### config.mk
export PLATFORM = sky130hd
export DESIGN_NAME = bus_prio_arbiter
export DESIGN_NICKNAME = d
export VERILOG_FILES = /design/src/rtl/busarb_pkg.sv /design/src/rtl/arb_prio_pick.sv /design/src/rtl/arb_elig_mask.sv /design/src/rtl/arb_after_done.sv /design/src/rtl/bus_prio_arbiter.sv
export SDC_FILE = /design/constraint.sdc
export NUM_CORES = 1
export LEC_CHECK = 0
export BUFFER_PORTS_ARGS = -buffer_cell sky130_fd_sc_hd__buf_4
export CAP_MARGIN = 20
export CORE_MARGIN = 5
export CORE_UTILIZATION = 59
export DETAILED_ROUTE_END_ITERATION = 10
export PLACE_DENSITY = 0.92
export SLEW_MARGIN = 30
export SYNTH_ARGS = -nofsm -noshare
export SYNTH_HDL_FRONTEND = slang
export SYNTH_HIERARCHICAL = 1
export SYNTH_SLANG_ARGS = --single-unit
export TNS_END_PERCENT = 1
### constraint.sdc
create_clock -name clk -period 6.1 [get_ports clk]
set_clock_uncertainty 0.15 [all_clocks]
set_input_delay 0.305 -clock clk [delete_from_list [all_inputs] [get_ports clk]]
set_output_delay 0.305 -clock clk [all_outputs]
set_load 0.03 [all_outputs]
### src/rtl/busarb_pkg.sv
package busarb_pkg;
    localparam int NSRC      = 5;
    localparam int SRC_IW    = $clog2(NSRC);
    localparam int SRC_HOLD  = 0;
    localparam int SRC_DMA   = 1;
    localparam int SRC_OPND  = 2;
    localparam int SRC_BRF   = 3;
    localparam int SRC_SEQF  = 4;

    typedef enum logic [2:0] {
        ST_IDLE      = 3'd0,
        ST_HOLD      = 3'd1,
        ST_XFER      = 3'd2,
        ST_SPLIT_GAP = 3'd3,
        ST_RMW_GAP   = 3'd4,
        ST_RMW_WRITE = 3'd5
    } arb_state_e;
endpackage

### src/rtl/arb_prio_pick.sv
module arb_prio_pick #(
    parameter int N = 5
) (
    input  logic [N-1:0] cand_i,
    output logic [N-1:0] win_o,
    output logic         any_o
);
    // lower index means higher priority; blocked[i] is set once a
    // higher-priority candidate has been seen
    logic [N:0] blocked;
    assign blocked[0] = 1'b0;

    for (genvar i = 0; i < N; i++) begin : g_chain
        assign win_o[i]     = cand_i[i] & ~blocked[i];
        assign blocked[i+1] = blocked[i] | cand_i[i];
    end

    assign any_o = blocked[N];

    always_comb begin
        assert ($onehot0(win_o)) else $error("AST_PICK_ONEHOT");
    end
endmodule

### src/rtl/arb_elig_mask.sv
module arb_elig_mask
    import busarb_pkg::*;
(
    input  arb_state_e      state_i,
    input  logic            fetch_pend_i,
    output logic [NSRC-1:0] elig_o
);
    always_comb begin
        elig_o = '0;
        unique case (state_i)
            ST_IDLE: begin
                elig_o = '1;
            end
            ST_SPLIT_GAP: begin
                // split operand locked: only DMA and the next piece
                elig_o[SRC_DMA]  = 1'b1;
                elig_o[SRC_OPND] = 1'b1;
            end
            ST_RMW_GAP: begin
                // a fetch takes the gap ahead of the write
                if (fetch_pend_i) begin
                    elig_o[SRC_BRF]  = 1'b1;
                    elig_o[SRC_SEQF] = 1'b1;
                end else begin
                    elig_o[SRC_OPND] = 1'b1;
                end
            end
            ST_RMW_WRITE: begin
                elig_o[SRC_OPND] = 1'b1;
            end
            ST_HOLD, ST_XFER: begin
                elig_o = '0;
            end
            default: begin
                elig_o = '0;
            end
        endcase
    end
endmodule

### src/rtl/arb_after_done.sv
module arb_after_done
    import busarb_pkg::*;
(
    input  logic [SRC_IW-1:0] src_i,
    input  arb_state_e        ctx_i,
    input  logic              more_i,
    input  logic              rmw_i,
    output arb_state_e        next_o
);
    always_comb begin
        next_o = ST_IDLE;
        unique case (int'(src_i))
            SRC_OPND: begin
                if (more_i) begin
                    next_o = ST_SPLIT_GAP;
                end else if (rmw_i && ctx_i == ST_IDLE) begin
                    next_o = ST_RMW_GAP;
                end else begin
                    next_o = ST_IDLE;
                end
            end
            SRC_DMA: begin
                next_o = (ctx_i == ST_SPLIT_GAP) ? ST_SPLIT_GAP : ST_IDLE;
            end
            SRC_BRF, SRC_SEQF: begin
                next_o = (ctx_i == ST_RMW_GAP) ? ST_RMW_WRITE : ST_IDLE;
            end
            default: begin
                next_o = ST_IDLE;
            end
        endcase
    end
endmodule

### src/rtl/bus_prio_arbiter.sv
module bus_prio_arbiter
    import busarb_pkg::*;
(
    input  logic            clk,
    input  logic            rst_n,
    input  logic [NSRC-1:0] req_i,
    input  logic            opr_more_i,
    input  logic            opr_rmw_i,
    input  logic            acc_done_i,
    output logic [NSRC-1:0] gnt_o
);
    arb_state_e        state_q, state_d;
    arb_state_e        ctx_q, ctx_d;
    arb_state_e        after_st;
    logic [SRC_IW-1:0] src_q, src_d, win_idx;
    logic              more_q, more_d, rmw_q, rmw_d;
    logic [NSRC-1:0]   elig, cand, win;
    logic              win_any;

    arb_elig_mask u_mask (
        .state_i      (state_q),
        .fetch_pend_i (req_i[SRC_BRF] | req_i[SRC_SEQF]),
        .elig_o       (elig)
    );

    assign cand = req_i & elig;

    arb_prio_pick #(.N(NSRC)) u_pick (
        .cand_i (cand),
        .win_o  (win),
        .any_o  (win_any)
    );

    arb_after_done u_after (
        .src_i  (src_q),
        .ctx_i  (ctx_q),
        .more_i (more_q),
        .rmw_i  (rmw_q),
        .next_o (after_st)
    );

    always_comb begin
        win_idx = '0;
        for (int i = 0; i < NSRC; i++) begin
            if (win[i]) win_idx = SRC_IW'(i);
        end
    end

    // next-state logic
    always_comb begin
        state_d = state_q;
        ctx_d   = ctx_q;
        src_d   = src_q;
        more_d  = more_q;
        rmw_d   = rmw_q;
        unique case (state_q)
            ST_IDLE, ST_SPLIT_GAP, ST_RMW_GAP, ST_RMW_WRITE: begin
                if (win_any) begin
                    src_d   = win_idx;
                    ctx_d   = state_q;
                    more_d  = opr_more_i & win[SRC_OPND];
                    rmw_d   = opr_rmw_i & win[SRC_OPND];
                    state_d = win[SRC_HOLD] ? ST_HOLD : ST_XFER;
                end
            end
            ST_HOLD: begin
                if (!req_i[SRC_HOLD]) state_d = ST_IDLE;
            end
            ST_XFER: begin
                if (acc_done_i) state_d = after_st;
            end
            default: begin
                state_d = ST_IDLE;
            end
        endcase
    end

    // state register
    always_ff @(posedge clk or negedge rst_n) begin
        if (!rst_n) begin
            state_q <= ST_IDLE;
            ctx_q   <= ST_IDLE;
            src_q   <= '0;
            more_q  <= 1'b0;
            rmw_q   <= 1'b0;
        end else begin
            state_q <= state_d;
            ctx_q   <= ctx_d;
            src_q   <= src_d;
            more_q  <= more_d;
            rmw_q   <= rmw_d;
        end
    end

    // outputs
    always_comb begin
        gnt_o = '0;
        if (state_q == ST_XFER || state_q == ST_HOLD) begin
            gnt_o[src_q] = 1'b1;
        end
    end

    AST_GNT_ONEHOT: assert property (@(posedge clk) disable iff (!rst_n)
        $onehot0(gnt_o));
    AST_IDLE_HOLD_WINS: assert property (@(posedge clk) disable iff (!rst_n)
        (state_q == ST_IDLE && req_i[SRC_HOLD]) |=> gnt_o[SRC_HOLD]);
    AST_GNT_HELD: assert property (@(posedge clk) disable iff (!rst_n)
        ((|gnt_o[NSRC-1:1]) && !acc_done_i) |=> $stable(gnt_o));
    AST_DONE_GAP: assert property (@(posedge clk) disable iff (!rst_n)
        ((|gnt_o[NSRC-1:1]) && acc_done_i) |=> (gnt_o == '0));
    AST_SPLIT_NO_FETCH: assert property (@(posedge clk) disable iff (!rst_n)
        (state_q == ST_SPLIT_GAP) |=>
            !gnt_o[SRC_HOLD] && !gnt_o[SRC_BRF] && !gnt_o[SRC_SEQF]);
    AST_RMW_NO_HOLD_DMA: assert property (@(posedge clk) disable iff (!rst_n)
        (state_q == ST_RMW_GAP || state_q == ST_RMW_WRITE) |=>
            !gnt_o[SRC_HOLD] && !gnt_o[SRC_DMA]);
    AST_HOLD_KEEP: assert property (@(posedge clk) disable iff (!rst_n)
        (gnt_o[SRC_HOLD] && req_i[SRC_HOLD]) |=> gnt_o[SRC_HOLD]);
    AST_HOLD_DROP: assert property (@(posedge clk) disable iff (!rst_n)
        (gnt_o[SRC_HOLD] && !req_i[SRC_HOLD]) |=> !gnt_o[SRC_HOLD]);
endmodule

### Word level (Yosys, flattened, before mapping)

Cells that the tools add are included.

* multiplexer cells: 23
* reductions and logical operators: 11
* equal/unequal tests: 14
* bitwise logic cells: 16
* order comparisons: 2

Operators with widths (number)
* $mux 3: 7
* $pmux 3 s3: 2
* $eq 3x2->1 const B: 5
* $eq 3x3->1 const B: 4
* $mux 2: 5
* $and 1x1->1: 6
* $eq 3x1->1 const B: 2
* $logic_not 3->1: 2
* $and 5x5->5: 1
* $mux 1: 5
* $mux 5: 1
* $or 1x1->1: 5
* $lt 3x4->1 const B: 1
* $ne 2x2->1 const B: 2
* $not 1->1: 4
* $pmux 2 s2: 1
* $reduce_or 2->1: 2
* $reduce_or 4->1: 1
* $demux 1 s3: 1
* $ge 3x1->1 const B: 1
* $reduce_and 3->1: 1
* $reduce_or 3->1: 1
* $logic_and 1x1->1: 2
* $ne 2x1->1 const B: 1
* 3 further kinds: 3

* bits of input ports: 10
* logic and storage cells: 71
* register bits: 11

### Logic depth before layout (Yosys ltp)

* depth in word-level cells: 10
* gate-level depth with buffers: 10
* gate-level depth less buffers: 10

### Modules after synthesis

The synthesis kept the hierarchy.

Modules (own cells, without submodules)
* bus_prio_arbiter: area an instance 703.2 um^2, sequential area each 275.3 um^2, instances 1, cells each 69
* arb_after_done: area an instance 110.1 um^2, sequential area each 0.0 um^2, instances 1, cells each 16
* arb_elig_mask: area an instance 81.3 um^2, sequential area each 0.0 um^2, instances 1, cells each 11
* arb_prio_pick: area an instance 55.1 um^2, sequential area each 0.0 um^2, instances 1, cells each 7

### Least setup slack after synthesis

Ideal clock, no wire load.

* path type: input to register
* from: in req_i[3]
* to: reg src_q[1]
* library setup time: 125 ps
* data arrival time: 2059 ps
* setup slack: 3765 ps
* data required time: 5825 ps
* stages on the path: 10
* cells stage by stage: or2_2 inv_1 o21ai_0 a211oi_2 and2_1 nor4_2 nand2b_1 nand2b_1 mux2i_4 mux2_4

* elaborated cells on any way between the ends: 18

RTL lines
* start, declared: RTL line bus_prio_arbiter.sv:6 `input logic [NSRC-1:0] req_i,`
* $or 1x1->1: RTL line bus_prio_arbiter.sv:22 `.fetch_pend_i (req_i[SRC_BRF] | req_i[SRC_SEQF]),`
* $mux 1: RTL line arb_elig_mask.sv:21 `if (fetch_pend_i) begin`
* $pmux 1 s2: RTL line arb_elig_mask.sv:10 `unique case (state_i)`
* named net elig[2]: RTL line bus_prio_arbiter.sv:17 `logic [NSRC-1:0] elig, cand, win;`
* $and 5x5->5: RTL line bus_prio_arbiter.sv:26 `assign cand = req_i & elig;`
* named net cand[2]: RTL line bus_prio_arbiter.sv:17
* $or 1x1->1 (3 in series): RTL line arb_prio_pick.sv:15 `assign blocked[i+1] = blocked[i] | cand_i[i];`
* named net win_any: RTL line bus_prio_arbiter.sv:18 `logic win_any;`
* $reduce_and 2->1 (no line)
* end signal, assigned: RTL line bus_prio_arbiter.sv:89 `src_q <= src_d;`
* end, declared: RTL line bus_prio_arbiter.sv:15 `logic [SRC_IW-1:0] src_q, src_d, win_idx;`

The timed path passes the listed nets, and every way through them passes these cells.
A chain may end at the register's enable or synchronous reset.

### Worst setup path in the final report

* from: reg state_q[1]
* to: reg ctx_q[2]

* cells in the longest elaborated chain, start to end: 9
* elaborated cells on any way between the ends: 17

Ends and longest elaborated chain
* start, declared: RTL line bus_prio_arbiter.sv:12 `arb_state_e state_q, state_d;`
* start signal, assigned: RTL line bus_prio_arbiter.sv:87 `state_q <= state_d;`
* $eq 3x2->1 or $logic_not 3->1 (tied branches): RTL line arb_elig_mask.sv:10
* $reduce_or 2->1 (no line) (*)
* $mux 1 (*): RTL line arb_elig_mask.sv:10
* named net elig[1]: RTL line bus_prio_arbiter.sv:17
* $and 5x5->5 (*): RTL line bus_prio_arbiter.sv:26
* named net cand[1]: RTL line bus_prio_arbiter.sv:17
* $or 1x1->1 (*) (4 in series): RTL line arb_prio_pick.sv:15
* named net win_any: RTL line bus_prio_arbiter.sv:18
* $reduce_and 2->1 (no line) (*)
* end signal, assigned: RTL line bus_prio_arbiter.sv:88 `ctx_q <= ctx_d;`
* end, declared: RTL line bus_prio_arbiter.sv:13 `arb_state_e ctx_q, ctx_d;`

The timed path passes the listed nets; every way through them passes the cells marked *.

==> results.yml <==
run_status:
  status: "complete, no violations"
critical_path:
  cpMostUsedCell: "nand2b_1"
  path_cells: "inv_1 -> nor2_1 -> nor3_1 -> and2_1 -> nor4_2 -> nand2b_1 -> nand2b_1 -> mux2i_4 -> mux2_4"
  timing.reg2reg.setup_slack_ns: 3.46
  cpMaxStageDelayCell: "dfrtp_1"
  r2r_start: "state_q[1]"
  crit_fanout: 12
  rr_endpoint: "ctx_q[2]"
  worst_setup_path_start_kind: "register"
  worst_setup_path_end_kind: "register"
  worst-path-buf-inv: 1
  worstSetupPathType: "reg2reg"
  worstPathRequired_ns: 6.11
  path_delay_family: "simple AND/OR/NAND/NOR gates"
  critPathMaxStageDelay_ns: 0.61
  crit_arrival_ns: 2.66
  reg2reg_depth: 9
hold_path:
  min_path_cells: 3
  hp-class: "in2reg"
  hold_path.startpoint: "opr_rmw_i"
  min_to: "rmw_q"
die:
  rows: 14
  io_pins: 15
  initial_utilization: 0.623
  die_h_um: 50.1
  die_area_um2: 2510
  die_w_um: 50.1
  core_um2: 1520
clock_tree:
  tritoncts: "yes"
  ctsResizeCount: 0
  cts_max_level: 1
  clk_pin_slew_worst_paths_ns: 0.07
  cts_buffer_depth: 2
  clkSinkCount: 11
  clock_latency_ns: 0.27
  cts_root_buffer: "clkbuf_4"
  cts_buffers: 3
power_and_ir_drop:
  p_per_area_nw_per_um2: 494
  switching_share: 0.461
  p_int_uw: 286
  peakVddDrop_mv: 0.246
  p_switching_uw: 244
  p_total_uw: 530
  combPwrFrac: 0.611
  clkPwrFrac: 0.098
  leakagePower_nw: 0.494
  sequentialPowerShare: 0.291
logic_synthesis:
  avgSynthCellArea_um2: 9.22
  ys_ff_latch: 11
  synthCells: 103
  ys_types: 39
  syn_area_um2: 950
  ys_seq_area_frac: 0.290
  yosys_warnings: 6
  synth_fp_nets: 113
run:
  cap_viol_max_count: 0
sta:
  setup_slack_ns: 3.46
  worst_slew_pin_slew_ns: 0.542
  period_needed_ns: 2.64
  slew_viol_final: 0
  setup_viol: 0
  max_slew_margin: 0.639
  fin_crit_sh: 0.434
  whs_ns: 0.149
  rsz0062_at_grt: "false"
  fmax_mhz: 378
  fin_setup_tns_ns: 0
  hold_violations: 0
grt:
  grt_pass1_vias: 866
  gr-total-overflow: 0
  antenna_found_initial: 0
  grt_max_degree: 15
  grt_first_pass_wirelength_um: 3700
  track_usage: 0.193
place:
  place_area_um2: 1040
  post-place-ws_ns: 3.43
  numPortBuffers: 14
  placed_cells: 129
  place_hpwl_um: 1610
  place_congestion: 0.820
drt:
  wl_per_cell_um: 16.2
  wl_um: 2170
  drc: 0
  drt_iter0_drc: 17
  drtPass1Iterations: 4
  viasPerCell: 6.27
  num_vias: 840
  ant_nets: 0
layout:
  nets: 129
  fin_area_um2: 1070
  n_antenna_cell: 0
  drive_gt1_frac: 0.271
  final-instance-count-excl-fill: 134
  synthToLayoutAreaGrowth_pct: 13.0
  utilization: 0.704
Yosys cell counts (all sizes together):
master | instances | area, um^2
nand3 | 2 | 10.0
and4bb | 1 | 12.5
nor4 | 1 | 12.5
dfrtp | 11 | 275
buf | 4 | 37.5
o21ai | 4 | 20.0
inv | 7 | 26.3
nor3b | 2 | 15.0
and3 | 1 | 6.26
o22ai | 1 | 6.26
nor4bb | 1 | 10.0
nand4bb | 1 | 11.3
nor3 | 3 | 15.0
a21oi | 5 | 25.0
a32o | 1 | 10.0
nor2 | 6 | 22.5
nand2 | 7 | 26.3
mux2 | 5 | 75.1
and4b | 1 | 10.0
nand4b | 1 | 8.76
and2 | 7 | 45.1
and2b | 3 | 22.5
a22oi | 1 | 7.51
mux2i | 3 | 42.5
a31oi | 1 | 6.26
o32a | 1 | 10.0
nor4b | 2 | 17.5
a211oi | 2 | 20.0
nor2b | 8 | 72.6
nand2b | 4 | 25.0
a32oi | 2 | 17.5
xor2 | 1 | 8.76
or2 | 3 | 18.8
kinds of logic after synthesis:
| family | Yosys count | synth area share |
|---|---|---|
| buffers and inverters | 11 | 0.0672 |
| muxes | 8 | 0.124 |
| and+or+nand+nor | 54 | 0.381 |
| xor gates and xnor gates | 1 | 0.00922 |
| AOI/OAI and AO/OA | 18 | 0.129 |
| DFF | 11 | 0.290 |
what timing repair did:
action,4_1_cts,5_1_grt
hold buffers,1,0
setup buffers,0,0
hold endpoints to repair,11,0
area by class of cell:
class,count,area (um^2)
multi-input combinational,81,611
timing repair buffer,15,115
tap,16,20.0
inverter,7,26.3
sequential,11,275
clock buffer,4,26.3
fill,121,450
worst reg2reg max path: cells and delay by family (launching register included):
kind / cells / cell delay (ns)
multiplexers: 2 / 0.46
flip-flops: 1 / 0.61
buffers and inverters: 1 / 0.11
AND/OR/NAND/NOR: 6 / 1.19
placed cells by master (no fill, tap or decap), types with 2 or more instances in the layout:
cell      count
a21oi_1       5
and2_1        6
nor3_1        3
clkbuf_4      3
o21ai_0       4
nor2b_4       3
nor2b_1       5
nor4b_1       2
mux2_4        5
inv_1         7
and2b_1       3
nor3b_1       2
a32oi_1       2
nand2_1       7
nand3_1       2
nor2_1        6
dfrtp_1      11
mux2i_1       2
or2_2         2
nand2b_1      4
buf_4        14
layer usage:
metal  global-route usage  vias up  part of all wire
li1                     -      396                 -
met3               0.0572       12             0.057
met5                    0        -                 0
met1                0.206      405              0.38
met2                0.316       27              0.51
met4                0.144        0             0.049
state kept, by name, indices dropped and copies added (netlist names):
signal / count
ctx_q: 3
src_q: 3
state_q: 3
more_q: 1
rmw_q: 1
how the worst max path moves through the flow:
stage / start / to / slack, ns / depth (start not counted)
final: state_q[1] / ctx_q[2] / 3.46 / 9
after global routing: state_q[1] / src_q[1] / 3.28 / 9
after CTS: state_q[1] / ctx_q[2] / 3.47 / 9
after detailed placement: req_i[3] / ctx_q[2] / 3.43 / 11
after global placement: req_i[3] / src_q[1] / 3.56 / 11
after floorplan: req_i[3] / src_q[1] / 3.77 / 10
power groups by stage:
stage               logic, mW  registers (mW)  clock network [mW]
floorplan               0.293           0.130                   0
global placement        0.307           0.152                   0
detailed placement      0.322           0.155                   0
CTS                     0.323           0.154              0.0529
global route            0.353           0.161              0.0570
finish                  0.324           0.154              0.0517
(Power assumes the default switching activity.)
